### src/rtl/corr_pkg.sv
package corr_pkg;
  localparam int unsigned SAMP_W = 4;
  localparam int unsigned NPTS   = 4;
  localparam int unsigned PROD_W = 2 * SAMP_W;
  localparam int unsigned NLAGS  = 2 * NPTS - 1;
  localparam int unsigned OUT_W  = PROD_W + $clog2(NPTS);

  typedef enum logic [1:0] {
    MODE_CONV  = 2'b00,
    MODE_XCORR = 2'b01,
    MODE_ACORR = 2'b10,
    MODE_ALT   = 2'b11
  } corr_mode_e;
endpackage

### src/rtl/corr_operand_sel.sv
module corr_operand_sel
  import corr_pkg::*;
#(
  parameter int unsigned W = SAMP_W,
  parameter int unsigned N = NPTS
) (
  input  logic [1:0]     mode_i,
  input  logic [N*W-1:0] g_i,
  input  logic [N*W-1:0] h_i,
  output logic [N*W-1:0] a_o,
  output logic [N*W-1:0] b_o
);
  assign a_o = g_i;

  for (genvar k = 0; k < N; k++) begin : g_sel
    localparam int unsigned RK = N - 1 - k;
    always_comb begin
      unique case (mode_i)
        MODE_XCORR: b_o[k*W +: W] = h_i[RK*W +: W];
        MODE_ACORR: b_o[k*W +: W] = g_i[RK*W +: W];
        default:    b_o[k*W +: W] = h_i[k*W +: W];
      endcase
    end
  end
endmodule

### src/rtl/corr_conv_core.sv
module corr_conv_core
  import corr_pkg::*;
#(
  parameter int unsigned W = SAMP_W,
  parameter int unsigned N = NPTS
) (
  input  logic                  clk_i,
  input  logic                  rst_ni,
  input  logic                  valid_i,
  input  logic [N*W-1:0]        a_i,
  input  logic [N*W-1:0]        b_i,
  output logic                  valid_o,
  output logic [(2*N-1)*(2*W+$clog2(N))-1:0] lags_o
);
  localparam int unsigned PW = 2 * W;
  localparam int unsigned OW = PW + $clog2(N);
  localparam int unsigned NL = 2 * N - 1;

  logic [PW-1:0]      prod [N][N];
  logic [NL*OW-1:0]   sum_d;
  logic [NL*OW-1:0]   sum_q;
  logic               vld_q;

  for (genvar i = 0; i < N; i++) begin : g_row
    for (genvar j = 0; j < N; j++) begin : g_col
      assign prod[i][j] = PW'(a_i[i*W +: W]) * PW'(b_i[j*W +: W]);
    end
  end

  // point n collects every product whose index pair sums to n
  for (genvar n = 0; n < NL; n++) begin : g_lag
    always_comb begin
      logic [OW-1:0] acc;
      acc = '0;
      for (int i = 0; i < N; i++) begin
        for (int j = 0; j < N; j++) begin
          if (i + j == n) acc = acc + OW'(prod[i][j]);
        end
      end
      sum_d[n*OW +: OW] = acc;
    end
  end

  always_ff @(posedge clk_i or negedge rst_ni) begin
    if (!rst_ni) begin
      vld_q <= 1'b0;
      sum_q <= '0;
    end else begin
      vld_q <= valid_i;
      if (valid_i) sum_q <= sum_d;
    end
  end

  assign valid_o = vld_q;
  assign lags_o  = sum_q;
endmodule

### src/rtl/corr_unit.sv
module corr_unit
  import corr_pkg::*;
(
  input  logic                   clk_i,
  input  logic                   rst_ni,
  input  logic                   valid_i,
  input  logic [1:0]             mode_i,
  input  logic [NPTS*SAMP_W-1:0] g_i,
  input  logic [NPTS*SAMP_W-1:0] h_i,
  output logic                   valid_o,
  output logic [NLAGS*OUT_W-1:0] lags_o
);
  logic [NPTS*SAMP_W-1:0] op_a;
  logic [NPTS*SAMP_W-1:0] op_b;

  corr_operand_sel #(.W(SAMP_W), .N(NPTS)) u_sel (
    .mode_i (mode_i),
    .g_i    (g_i),
    .h_i    (h_i),
    .a_o    (op_a),
    .b_o    (op_b)
  );

  corr_conv_core #(.W(SAMP_W), .N(NPTS)) u_core (
    .clk_i   (clk_i),
    .rst_ni  (rst_ni),
    .valid_i (valid_i),
    .a_i     (op_a),
    .b_i     (op_b),
    .valid_o (valid_o),
    .lags_o  (lags_o)
  );
endmodule

### config.mk
export PLATFORM = sky130hd
export DESIGN_NAME = corr_unit
export DESIGN_NICKNAME = d
export VERILOG_FILES = /design/src/rtl/corr_pkg.sv /design/src/rtl/corr_operand_sel.sv /design/src/rtl/corr_conv_core.sv /design/src/rtl/corr_unit.sv
export SDC_FILE = /design/constraint.sdc
export NUM_CORES = 1
export LEC_CHECK = 0
export ABC_AREA = 0
export BUFFER_PORTS_ARGS = -buffer_cell sky130_fd_sc_hd__buf_2
export CORE_MARGIN = 2
export CORE_UTILIZATION = 34
export CTS_BUF_LIST = sky130_fd_sc_hd__clkbuf_4
export DETAILED_ROUTE_END_ITERATION = 12
export GPL_TIMING_DRIVEN = 0
export PLACE_DENSITY_LB_ADDON = 0.2
export SYNTH_ARGS = -nofsm -noshare
export SYNTH_HDL_FRONTEND = slang
export SYNTH_SLANG_ARGS = --single-unit
### constraint.sdc
create_clock -name clk_i -period 1.78 [get_ports clk_i]
set_input_delay 0.089 -clock clk_i [delete_from_list [all_inputs] [get_ports clk_i]]
set_output_delay 0.089 -clock clk_i [all_outputs]
set_load 0.05 [all_outputs]
==> metrics <==
status=finished with violations; failing checks=negative setup slack; worst reg2reg setup slack=760 ps; sequential area share after synthesis=13.6%; WL/cell=19.0 um; syn_area_per_cell=9.22 um2; vias in the first global route=10200; post-synthesis mux area share=3.23%; initial drt markers=348; Setup WS post-layout=-4820 ps; WL final=37.8 mm; die area=0.0368 mm2; clock-pin slew on the worst setup and hold paths=110 ps; HPWL Detailed=27.9 mm; final hold viol count=0; DR vias/cell=4.92; synthesized instance count=1302; width of the chip=192 um; final count of pins violating max slew=0; Clock Sinks=65; Cell Count, Final, Fillers Out=1982; cts bufs inserted=9; gr usage total=21.1%; Critical Path Most Common Cell=fa_1; simple-gate share of the synthesized area=16.4%; compound-cell area share of the yosys netlist=11.1%; Placer Congestion=0.852; Max transition margin=32.5%; total congestion overflow=0; later-pin clock latency in the skew report=470 ps; area delta synth->final=31.1%; Critical Path Start Type=primary input; xor/xnor share of the synthesized area=2.12%; most used flip-flop cell after synthesis=dfrtp_1; Tightest Pin Transition=1010 ps; Nets=1892; worst setup path class=primary input to register; Pwr Density=1460 mW/mm2; Maximum Capacitance Violations=0; Synth Area in Adders=43.4%; Yosys reg bits=65; clk buf depth=2; Synth area leader=fa_1; slowest CP cell=fa_2; first-pass GRT wire length=58.0 mm; Hold Path Class=primary input to async pin; drt first pass iters=5; max incr delay on CP=570 ps; Cell variety after synth=54; RSZ-0062 raised after global routing=true; Synth Cell Area=0.0120 mm2; Req. time, crit path=2110 ps; ys async rst share=100%; Period minus WS final=6600 ps; Clock Root Buffer=clkbuf_4; Leakage=7.57 nW; Tcrit/Tclk final=371%; Worst Setup End Kind=register; WP data arrival=6930 ps; proportion of layout cells with a drive suffix above 1=33.2%; maximum vdd drop=0.000973 V; row count=68; # setup viols final=60; Yosys warnings=0; core footprint=0.0346 mm2; largest family of logic cells by synthesized area=adder cells; IO Pins=108; largest net degree at the start of global routing=43; Residual DRC=0; Hold Slack=45.5 ps; Post-Place Cells=1864; CTS tree=built; largest cells by area after synthesis=fa_1 (24%), ha_1 (20%), dfrtp_1 (14%); CTS H-tree lvls=3; top cell type's share of synthesized area=23.5%; Overall Power=0.0230 W; initial antenna violation count=2; post-route antenna net violation count=0; Crit Path Max Fanout=8; vias after detailed routing=9743; die height=192 um; Initial Utilization=34.7%; Final Skew=0 ps; Port Buffers=101; number of synthesized flops with an enable pin=0; FMAX=152 MHz
through the flow:
stage               utilization (%)  worst slack, ps  instance area, um2  TNS (ps)
floorplan                         -            -5040               12500   -133360
global placement               39.2            -5840               13600   -177480
detailed placement             39.3            -5840               13600   -177310
CTS                            42.2            -4770               14600   -130440
global route                   45.4            -4990               15700   -144990
finish                         45.4            -4820               15700   -139560
critical path: cells and delay by family:
| kind | cells | cell delay (ps) |
|---|---|---|
| AND/OR/NAND/NOR | 3 | 330 |
| buffers and inverters | 10 | 550 |
| adder cells (fa/ha/maj) | 11 | 4980 |
| AO/OA/AOI/OAI | 5 | 980 |
cells in the final DEF, fill, tap and decap left out, drive strengths merged, types with 16 or more instances in the layout:
master | netlist | layout
buf | 38 | 240
inv | 228 | 228
ha | 191 | 191
fa | 141 | 141
and2 | 120 | 120
nand2 | 112 | 112
dfrtp | 65 | 65
o21ai | 51 | 51
nor2b | 46 | 46
a21oi | 41 | 41
clkbuf | 20 | 32
mux2 | 30 | 30
nor2 | 27 | 27
xnor2 | 24 | 24
nand2b | 18 | 18
a211oi | 18 | 18
a21o | 16 | 16
a22oi | 16 | 16
layer usage:
metal | track usage [%] | vias up | part of all wire [%]
met5 | 0 | - | 0
met4 | 7.40 | 0 | 2.7
met3 | 3.76 | 51 | 4.5
met2 | 33.9 | 206 | 46
met1 | 28.6 | 4860 | 46
li1 | - | 4626 | -
logic make-up (layout without fill, tap and decap cells):
logic type / after synthesis / count (layout)
simple gates: 366 / 366
fa+ha+maj: 332 / 332
buf+inv: 286 / 505
compound gates: 188 / 188
flops: 65 / 65
mux: 35 / 35
xor+xnor: 29 / 29
other cells: 1 / 7
cells in the mapped netlist (all sizes together) (5+ instances only):
| cell | count |
|---|---|
| inv | 228 |
| ha | 191 |
| fa | 141 |
| and2 | 120 |
| nand2 | 112 |
| dfrtp | 65 |
| o21ai | 51 |
| nor2b | 46 |
| a21oi | 41 |
| buf | 38 |
| mux2 | 30 |
| nor2 | 27 |
| xnor2 | 24 |
| clkbuf | 20 |
| a211oi | 18 |
| nand2b | 18 |
| a21o | 16 |
| a22oi | 16 |
| and2b | 14 |
| o211ai | 13 |
| o2bb2ai | 9 |
| o21a | 6 |
| or3 | 6 |
| mux2i | 5 |
| nand4 | 5 |
| o311ai | 5 |
| xor2 | 5 |
report_power, final:
part	total, W	switching [W]	internal, W	leakage [nW]
registers	0.00234	0.000281	0.00206	0.799
logic	0.0198	0.0109	0.00883	6.71
clock network	0.000894	0.000583	0.000311	0.0584
final cells by class:
type | count | area (um2)
clock inverter | 2 | 7.51
clock buffer | 12 | 90.1
multi-input combinational | 956 | 10600
tap | 455 | 569
fill | 3319 | 18900
timing repair buffer | 207 | 1500
sequential | 65 | 1630
buffer | 56 | 437
inverter | 228 | 866
antenna | 1 | 2.50
sequential cells by signal (all words and copies together), names as in the netlist:
| name | count |
|---|---|
| u_core.lags_o | 64 |
| u_core.valid_o | 1 |
repair_timing:
action                                  CTS  global route
cloned                                    0             0
hold endpoints to repair                 67             0
buffers inserted                         56            47
gates resized for setup                  99           143
pin swaps                                53            91
endpoints found under the setup margin   58            58
hold buffers                              3             0
final timing paths:
path,startpoint,depth (start not counted),endpoint
min,rst_ni,2,u_core.lags_o[14]
max reg2reg,u_core.lags_o[27],2,u_core.lags_o[27]
min reg2reg,u_core.lags_o[56],1,u_core.lags_o[56]
min in group clk_i,h_i[12],4,u_core.lags_o[60]
max,mode_i[0],29,u_core.lags_o[38]
max in group asynchronous,rst_ni,3,u_core.lags_o[51]
Power figures use the tool's default switching activity.
